`src/rtl/i2c_tmr_pkg.sv`:
```
// Package: shared phase encoding and width helpers for the SCL timing generator.
// Assumes settings are CFG_W bits wide; phase counters need CFG_W+2 bits.
package i2c_tmr_pkg;
    typedef enum logic [1:0] {
        PH_IDLE = 2'd0,
        PH_LOW  = 2'd1,
        PH_HIGH = 2'd2
    } phase_t;
endpackage

```
`src/rtl/i2c_tmr_cfg.sv`:
```
// Module: holding and active copies of the three timing settings.
// Holding registers take a write at any time; active copies load from them
// only when the sequencer signals the start of a low phase.
module i2c_tmr_cfg #(
    parameter int CFG_W    = 8,
    parameter int HIGH_RST = 8'h3F,
    parameter int LOW_RST  = 8'h3F,
    parameter int HOLD_RST = 8'h01
) (
    input  logic             clk,
    input  logic             rst_n,
    input  logic             wr,
    input  logic [CFG_W-1:0] high_in,
    input  logic [CFG_W-1:0] low_in,
    input  logic [CFG_W-1:0] hold_in,
    input  logic             load,
    output logic [CFG_W-1:0] act_high,
    output logic [CFG_W-1:0] act_low,
    output logic [CFG_W-1:0] act_hold
);
    logic [CFG_W-1:0] pend_high, pend_low, pend_hold;

    // Capture software-side values into the holding registers.
    always_ff @(posedge clk) begin
        if (!rst_n) begin
            pend_high <= CFG_W'(HIGH_RST);
            pend_low  <= CFG_W'(LOW_RST);
            pend_hold <= CFG_W'(HOLD_RST);
        end else if (wr) begin
            pend_high <= high_in;
            pend_low  <= low_in;
            pend_hold <= hold_in;
        end
    end

    // Move holding values to the active set at a low-phase start.
    always_ff @(posedge clk) begin
        if (!rst_n) begin
            act_high <= CFG_W'(HIGH_RST);
            act_low  <= CFG_W'(LOW_RST);
            act_hold <= CFG_W'(HOLD_RST);
        end else if (load) begin
            act_high <= pend_high;
            act_low  <= pend_low;
            act_hold <= pend_hold;
        end
    end
endmodule

```
`src/rtl/i2c_tmr_seq.sv`:
```
// Module: phase sequencer. Walks IDLE -> LOW -> HIGH -> LOW ... and counts
// system clocks within the phase. Low lasts 4*L+2, high lasts 4*H+2 clocks.
// Assumes the active settings are stable during a phase (loaded on entry).
module i2c_tmr_seq
    import i2c_tmr_pkg::*;
#(
    parameter int CFG_W = 8,
    localparam int CNT_W = CFG_W + 2
) (
    input  logic             clk,
    input  logic             rst_n,
    input  logic             enable,
    input  logic [CFG_W-1:0] act_high,
    input  logic [CFG_W-1:0] act_low,
    output phase_t           phase,
    output logic [CNT_W-1:0] cnt,
    output logic             load
);
    logic [CNT_W-1:0] low_last, high_last;

    // Final count index of each phase.
    always_comb begin
        low_last  = {act_low, 2'b00} + CNT_W'(1);
        high_last = {act_high, 2'b00} + CNT_W'(1);
    end

    // Request an active-settings load on every entry into a low phase.
    always_comb begin
        load = enable && ((phase == PH_IDLE) ||
                          (phase == PH_HIGH && cnt == high_last));
    end

    // Phase register and in-phase cycle counter.
    always_ff @(posedge clk) begin
        if (!rst_n || !enable) begin
            phase <= PH_IDLE;
            cnt   <= '0;
        end else begin
            case (phase)
                PH_IDLE: begin
                    phase <= PH_LOW;
                    cnt   <= '0;
                end
                PH_LOW: begin
                    if (cnt == low_last) begin
                        phase <= PH_HIGH;
                        cnt   <= '0;
                    end else begin
                        cnt <= cnt + CNT_W'(1);
                    end
                end
                PH_HIGH: begin
                    if (cnt == high_last) begin
                        phase <= PH_LOW;
                        cnt   <= '0;
                    end else begin
                        cnt <= cnt + CNT_W'(1);
                    end
                end
                default: begin
                    phase <= PH_IDLE;
                    cnt   <= '0;
                end
            endcase
        end
    end
endmodule

```
`src/rtl/i2c_tmr_strobe.sv`:
```
// Module: output decode. Drives SCL low in the low phase, pulses the sample
// strobe on the first high cycle, and pulses the data-change strobe at low
// cycle min(D+2, 4*L) when a bit is requested.
module i2c_tmr_strobe
    import i2c_tmr_pkg::*;
#(
    parameter int CFG_W = 8,
    localparam int CNT_W = CFG_W + 2
) (
    input  phase_t           phase,
    input  logic [CNT_W-1:0] cnt,
    input  logic [CFG_W-1:0] act_low,
    input  logic [CFG_W-1:0] act_hold,
    input  logic             bit_req,
    output logic             scl_pull_low,
    output logic             sda_change,
    output logic             scl_sample
);
    logic [CNT_W-1:0] hold_tgt, hold_lim, hold_eff;

    // Clamp the hold point so it ends before the rising edge.
    always_comb begin
        hold_tgt = {2'b00, act_hold} + CNT_W'(2);
        hold_lim = {act_low, 2'b00};
        hold_eff = (hold_tgt > hold_lim) ? hold_lim : hold_tgt;
    end

    // Decode line drive and strobes from phase and count.
    always_comb begin
        scl_pull_low = (phase == PH_LOW);
        scl_sample   = (phase == PH_HIGH) && (cnt == '0);
        sda_change   = (phase == PH_LOW) && (cnt == hold_eff) && bit_req;
    end
endmodule

```
`src/rtl/i2c_scl_timer.sv`:
```
// Module: top of the I2C master SCL/SDA timing generator.
// Connects settings storage, phase sequencer and output decode.
// Assumes a single system clock and synchronous active-low reset.
module i2c_scl_timer
    import i2c_tmr_pkg::*;
#(
    parameter int CFG_W = 8
) (
    input  logic             clk,
    input  logic             rst_n,
    input  logic             enable,
    input  logic             cfg_wr,
    input  logic [CFG_W-1:0] high_val,
    input  logic [CFG_W-1:0] low_val,
    input  logic [CFG_W-1:0] hold_val,
    input  logic             bit_req,
    output logic             scl_pull_low,
    output logic             sda_change,
    output logic             scl_sample
);
    localparam int CNT_W = CFG_W + 2;

    logic [CFG_W-1:0] act_high, act_low, act_hold;
    logic [CNT_W-1:0] cnt;
    logic             load;
    phase_t           phase;

    i2c_tmr_cfg #(.CFG_W(CFG_W)) u_cfg (
        .clk(clk), .rst_n(rst_n), .wr(cfg_wr),
        .high_in(high_val), .low_in(low_val), .hold_in(hold_val),
        .load(load),
        .act_high(act_high), .act_low(act_low), .act_hold(act_hold)
    );

    i2c_tmr_seq #(.CFG_W(CFG_W)) u_seq (
        .clk(clk), .rst_n(rst_n), .enable(enable),
        .act_high(act_high), .act_low(act_low),
        .phase(phase), .cnt(cnt), .load(load)
    );

    i2c_tmr_strobe #(.CFG_W(CFG_W)) u_strobe (
        .phase(phase), .cnt(cnt), .act_low(act_low), .act_hold(act_hold),
        .bit_req(bit_req),
        .scl_pull_low(scl_pull_low), .sda_change(sda_change),
        .scl_sample(scl_sample)
    );
endmodule

```
`config.mk`:
```
export PLATFORM = sky130hd
export DESIGN_NAME = i2c_scl_timer
export DESIGN_NICKNAME = d
export VERILOG_FILES = /design/src/rtl/i2c_tmr_pkg.sv /design/src/rtl/i2c_tmr_cfg.sv /design/src/rtl/i2c_tmr_seq.sv /design/src/rtl/i2c_tmr_strobe.sv /design/src/rtl/i2c_scl_timer.sv
export SDC_FILE = /design/constraint.sdc
export NUM_CORES = 1
export LEC_CHECK = 0
export BUFFER_PORTS_ARGS = -buffer_cell sky130_fd_sc_hd__buf_4
export CAP_MARGIN = 20
export CORE_UTILIZATION = 63
export DETAILED_ROUTE_END_ITERATION = 8
export GPL_TIMING_DRIVEN = 0
export PLACE_DENSITY = 0.84
export SETUP_SLACK_MARGIN = 0.4
export SLEW_MARGIN = 20
export SYNTH_ARGS = -nofsm -noshare
export SYNTH_HDL_FRONTEND = slang
export SYNTH_SLANG_ARGS = --single-unit
export TNS_END_PERCENT = 1
```
`constraint.sdc`:
```
create_clock -name clk -period 6.4 [get_ports clk]
set_input_delay 0.96 -clock clk [delete_from_list [all_inputs] [get_ports clk]]
set_output_delay 0.96 -clock clk [all_outputs]
set_load 0.01 [all_outputs]
```
# == Yosys cells after proc, flatten, opt, wreduce, memory -nomap -nowiden ==
# Cells that the tools add are included.
# word_totals
reg_bits,60
inputBits,29
output_inout_bits,3
word_cells,39
# op_classes
add_sub_neg,4
n_lt_le_gt_ge,1
n_eq_ne,7
muxes,7
n_reduce_logical,12
# op_table
operator,n
"adder 10 x 1 -> 10 bit, second input constant",3
equality test 10 bit,3
2-to-1 mux 10 bit,3
case mux 10 bit (2 select lines),1
> comparator 10 bit,1
logical NOT 10 bit,1
"adder 8 x 2 -> 9 bit, second input constant",1
case mux 2 bit (3 select lines),1
logical AND 1 bit,5
2-to-1 mux 2 bit,2
"equality test 2 x 1 -> 1 bit, second input constant",1
"equality test 2 bit, second input constant",1
logical NOT 1 bit,2
logical NOT 2 bit,1
logical OR 1 bit,2
"inequality test 2 x 1 -> 1 bit, second input constant",1
"inequality test 2 bit, second input constant",1
AND reduction 2 bit,1

# == Longest topological paths before layout ==
# depth
depth_word,6
ltp_mapped,12
depth_no_buf,12

# == By module ==
# Synthesis repeated with hierarchy kept, for this count alone.
# unflattened
cells_unflattened,315
area_unflattened_um2,3154.3
# modules_own_cells
module,n_inst,cells_per_inst,area_per_inst_um2,seq_area_each_um2
i2c_tmr_cfg,1,155,1784.2,960.9
i2c_tmr_seq,1,86,782.0,240.2
i2c_tmr_strobe,1,74,588.1,0.0

# == Least setup slack after synthesis ==
# Ideal clock, no wire load.
# synth_timing
path_kind,reg-to-output
startpoint,register u_cfg.act_hold[1]
endpoint,output sda_change
t_arrival_ns,2.630
t_required_ns,5.440
slack_ns,2.810
stages_incl_launch_ff,13
path_buffers,0
path_cell_list,dfxtp_1 ha_1 nand3_1 nor2_1 xor2_1 ha_1 a211oi_1 o32a_1 and2_4 nor2_8 mux2i_1 nor4b_2 o2111a_1
# synth_between
elab_chain_len,6
# synth_lines
item,line,rtl
"start, declared",i2c_tmr_cfg.sv:19,output logic [CFG_W-1:0] act_hold
"start signal, assigned",i2c_tmr_cfg.sv:41,act_hold <= CFG_W'(HOLD_RST);
"start signal, assigned",i2c_tmr_cfg.sv:45,act_hold <= pend_hold;
adder 8 x 2 -> 9 bit *,i2c_tmr_strobe.sv:23,"hold_tgt = {2'b00, act_hold} + CNT_W'(2);"
> comparator 10 bit,i2c_tmr_strobe.sv:25,hold_eff = (hold_tgt > hold_lim) ? hold_lim : hold_tgt;
2-to-1 mux 10 bit *,i2c_tmr_strobe.sv:25,
equality test 10 bit *,i2c_tmr_strobe.sv:32,sda_change = (phase == PH_LOW) && (cnt == hold_eff) && bit_req;
logical AND 1 bit * (2 in series),i2c_tmr_strobe.sv:32,
"end, declared",i2c_scl_timer.sv:18,"output logic sda_change,"
# Mark *: on every way between the ends. The rest lies on a longest branch, timed or not.

# == Final worst setup path ==
# Same ends and word-level chain as after synthesis.

==> results.md <==
- Critical Path Source Type: flop
- Via/cell ratio: roughly 5.6
- Final setup fails: 0
- Clk sink count: 60
- WP data required: between 5000 and 6000 ps
- Fin Hold WS: roughly 480 ps
- Antenna cells: 0
- Initial Utilization: 66.11%
- Vias in the first global route: approximately 2500
- Remaining DRCs: 0
- Yosys cell types: 49
- RSZ-0062 raised after global routing: no
- Final instance area: ~3700 um^2
- Antenna violations before repair: 0
- WL per Instance: ~15 um
- Via count: 2492
- Seq/Total Area, Yosys: 38.22%
- Synth async-reset ratio: 0%
- CTS Hold Bufs: 0
- IO Port Bufs: 30
- Setup TNS: 0 ps
- Critical path fanouts, max: 7
- Critical setup path kind: flop to primary output
- DP Area: 3452 um^2
- Crit path capture type: primary output
- Post-CTS Setup Inserts: 0
- Yosys top cell area share: a little under two fifths
- First-pass GRT wire length: approximately 12 mm
- Worst endpoint data arrival time: around 3500 ps
- Syn nets: 380
- Avg Cell Area, Syn: 9.354 um^2
- Part of the cycle the worst path needs: approximately 69%
- Gr usage total: around 30%
- Pin count of the biggest net entering global routing: 12
- CTS tree: built
- Final nets: about 420
- # IOs: 32
- PwrDens: roughly 230 nW/um^2
- Post-Syn Area: between 3000 and 4000 um^2
- Final ANT Viol Nets: 0
- WL final: a little under 7 mm
- Area contributors post-synth: dfxtp_1 38%, mux2i_1 14%, ha_1 6.0%, xnor2_1 5.9%, nor2b_1 4.6%
- Deepest clock path buffer count: 2
- Max-Cap Viols: 0
- Pins Over Slew Limit: 0
- Leakage power: 0.001565 uW
- Post-synth EDFFs: 0
- Post-Layout Cell Count: around 450
- Final Skew: approximately 8.5 ps
- Rows: 25
- Clock transition at path regs: ~70 ps
- Achievable frequency: between 200 and 250 MHz
- Layout cells sized above 1: roughly 17%
- Worst vdd rail ir drop: 212.7 uV
- DIE AREA: 5275 um^2
- CTS Buf Count: 9
- Post-layout minimum cycle time: 4429 ps
- Post-DP HPWL: ~5.0 mm
- H-tree level count: 3
- Final Hold Vio Count: 0
- Max_slew headroom: a little under half
- Largest area contributor in the netlist: dfxtp_1
- Die span in x: between 70 and 80 um
- GPL Wtd Cong: ~0.9
- Gr ovfl total: 0
- Core Box Area: 4755 um^2
- First-pass DRT Iterations: 4
- Yosys warning total: 0
- Placed cell count: roughly 430
- Status: finished, final reports clean
- Initial DRC count: about 250
- Root buffer cell: clkbuf_8
- Post-cts repair resize count: 0
- #FFs+latches synth: 60
- HP Class: flop to flop
- Syn Inst Count: 336
- Later-pin clock latency in the skew report: ~340 ps
- Main synth FF type: dfxtp_1
- Area Growth Syn to Fin: 16.56%
- Die height: roughly 73 um
- Worst-Margin Slew: 810.8 ps
## cell usage in the layout (no fill, tap or decap), types with 2 or more instances in the layout
cell / instances
nand2b_1: 2
a211oi_1: 2
clkbuf_1: 8
buf_2: 6
ha_1: 15
o211ai_1: 7
nand3_1: 13
a21oi_1: 6
xor2_1: 9
nand2_1: 35
nor3_1: 4
clkinv_4: 2
clkbuf_8: 12
dfxtp_1: 60
o21ai_0: 5
xnor2_1: 21
buf_4: 33
clkbuf_2: 2
mux2i_1: 43
inv_1: 17
o221ai_1: 2
and3_1: 2
and4_1: 2
a31oi_1: 2
nor2b_1: 23
nor4_1: 3
nand4_1: 3
nor2_1: 18
## through the flow
step	setup WS [ps]	power [uW]	utilization, %
after detailed placement	2379	498.4	72.61
after global placement	2464	493.8	72.61
after global routing	1655	876.9	77.05
after floorplan	2810	467.3	-
final	1971	848.7	77.05
after CTS	1963	849.9	77.05
## critical path, cell delays in order, from the launching register on
cell      delay (ps)
dfxtp_1          480
ha_1             240
nand3_1          120
nor2_1           150
xor2_1           230
ha_1             310
a211oi_1         300
o32a_1           260
nand2_1          140
a221oi_1         290
a21o_2           130
and3b_1          170
o2111a_1         180
buf_4            120
## kinds of logic after synthesis
family	after synthesis	share of synthesized area (%)
muxes	43	13.69
xor gates and xnor gates	31	9.116
AOI/OAI and AO/OA	34	7.444
buffers and inverters	37	5.414
DFF	60	38.22
adders and majority gates	15	5.971
and+or+nand+nor	116	20.14
## cell usage after synthesis, types with 2 or more instances
cell type and count:
dfxtp_1 60, mux2i_1 43, nand2_1 35, nor2b_1 23
xnor2_1 21, nor2_1 18, inv_1 17, ha_1 15
nand3_1 13, xor2_1 9, clkbuf_1 8, o211ai_1 7
a21oi_1 6, buf_2 6, o21ai_0 5, nor3_1 4
buf_4 3, nand4_1 3, nor4_1 3, a211oi_1 2
a31oi_1 2, and3_1 2, and4_1 2, clkbuf_2 2
nand2b_1 2, o221ai_1 2
## layer usage
layer	vias to the layer above	global-route usage (%)	wire length, um
met1	1171	37.01	3235
met2	64	48.08	3215
li1	1237	-	-
met3	20	5.110	298
met4	0	14.60	194
met5	-	0	0
## flip-flops by register name (all words and copies together) (netlist names)
name / flops
u_cfg.pend_high: 8
u_cfg.act_hold: 8
u_cfg.act_high: 8
u_cfg.pend_low: 8
u_cfg.act_low: 8
u_seq.phase: 2
u_seq.cnt: 10
u_cfg.pend_hold: 8
## area by class of cell
cell class	count	area (um^2)
sequential	60	1201
buffer	20	106.4
fill	353	1091
inverter	17	63.81
clock buffer	11	151.4
multi-input combinational	239	1772
tap	67	83.83
clock inverter	5	60.06
timing repair buffer	30	225.2
## power breakdown
part | leakage (uW) | internal (uW) | switching (uW)
clock | 0.000106 | 201 | 155
combinational | 0.000968 | 45.6 | 43.9
sequential | 0.000492 | 390 | 12.8
## worst paths after layout
kind / end / from / slack (ps) / cells past startpoint
min reg2reg: u_cfg.act_high[2] / u_cfg.pend_high[2] / 480 / 2
max: sda_change / u_cfg.act_hold[1] / 1970 / 13
min: u_cfg.act_high[2] / u_cfg.pend_high[2] / 480 / 2
max reg2reg: u_cfg.act_hold[3] / u_seq.cnt[6] / 4240 / 10
(Power assumes the default switching activity.)
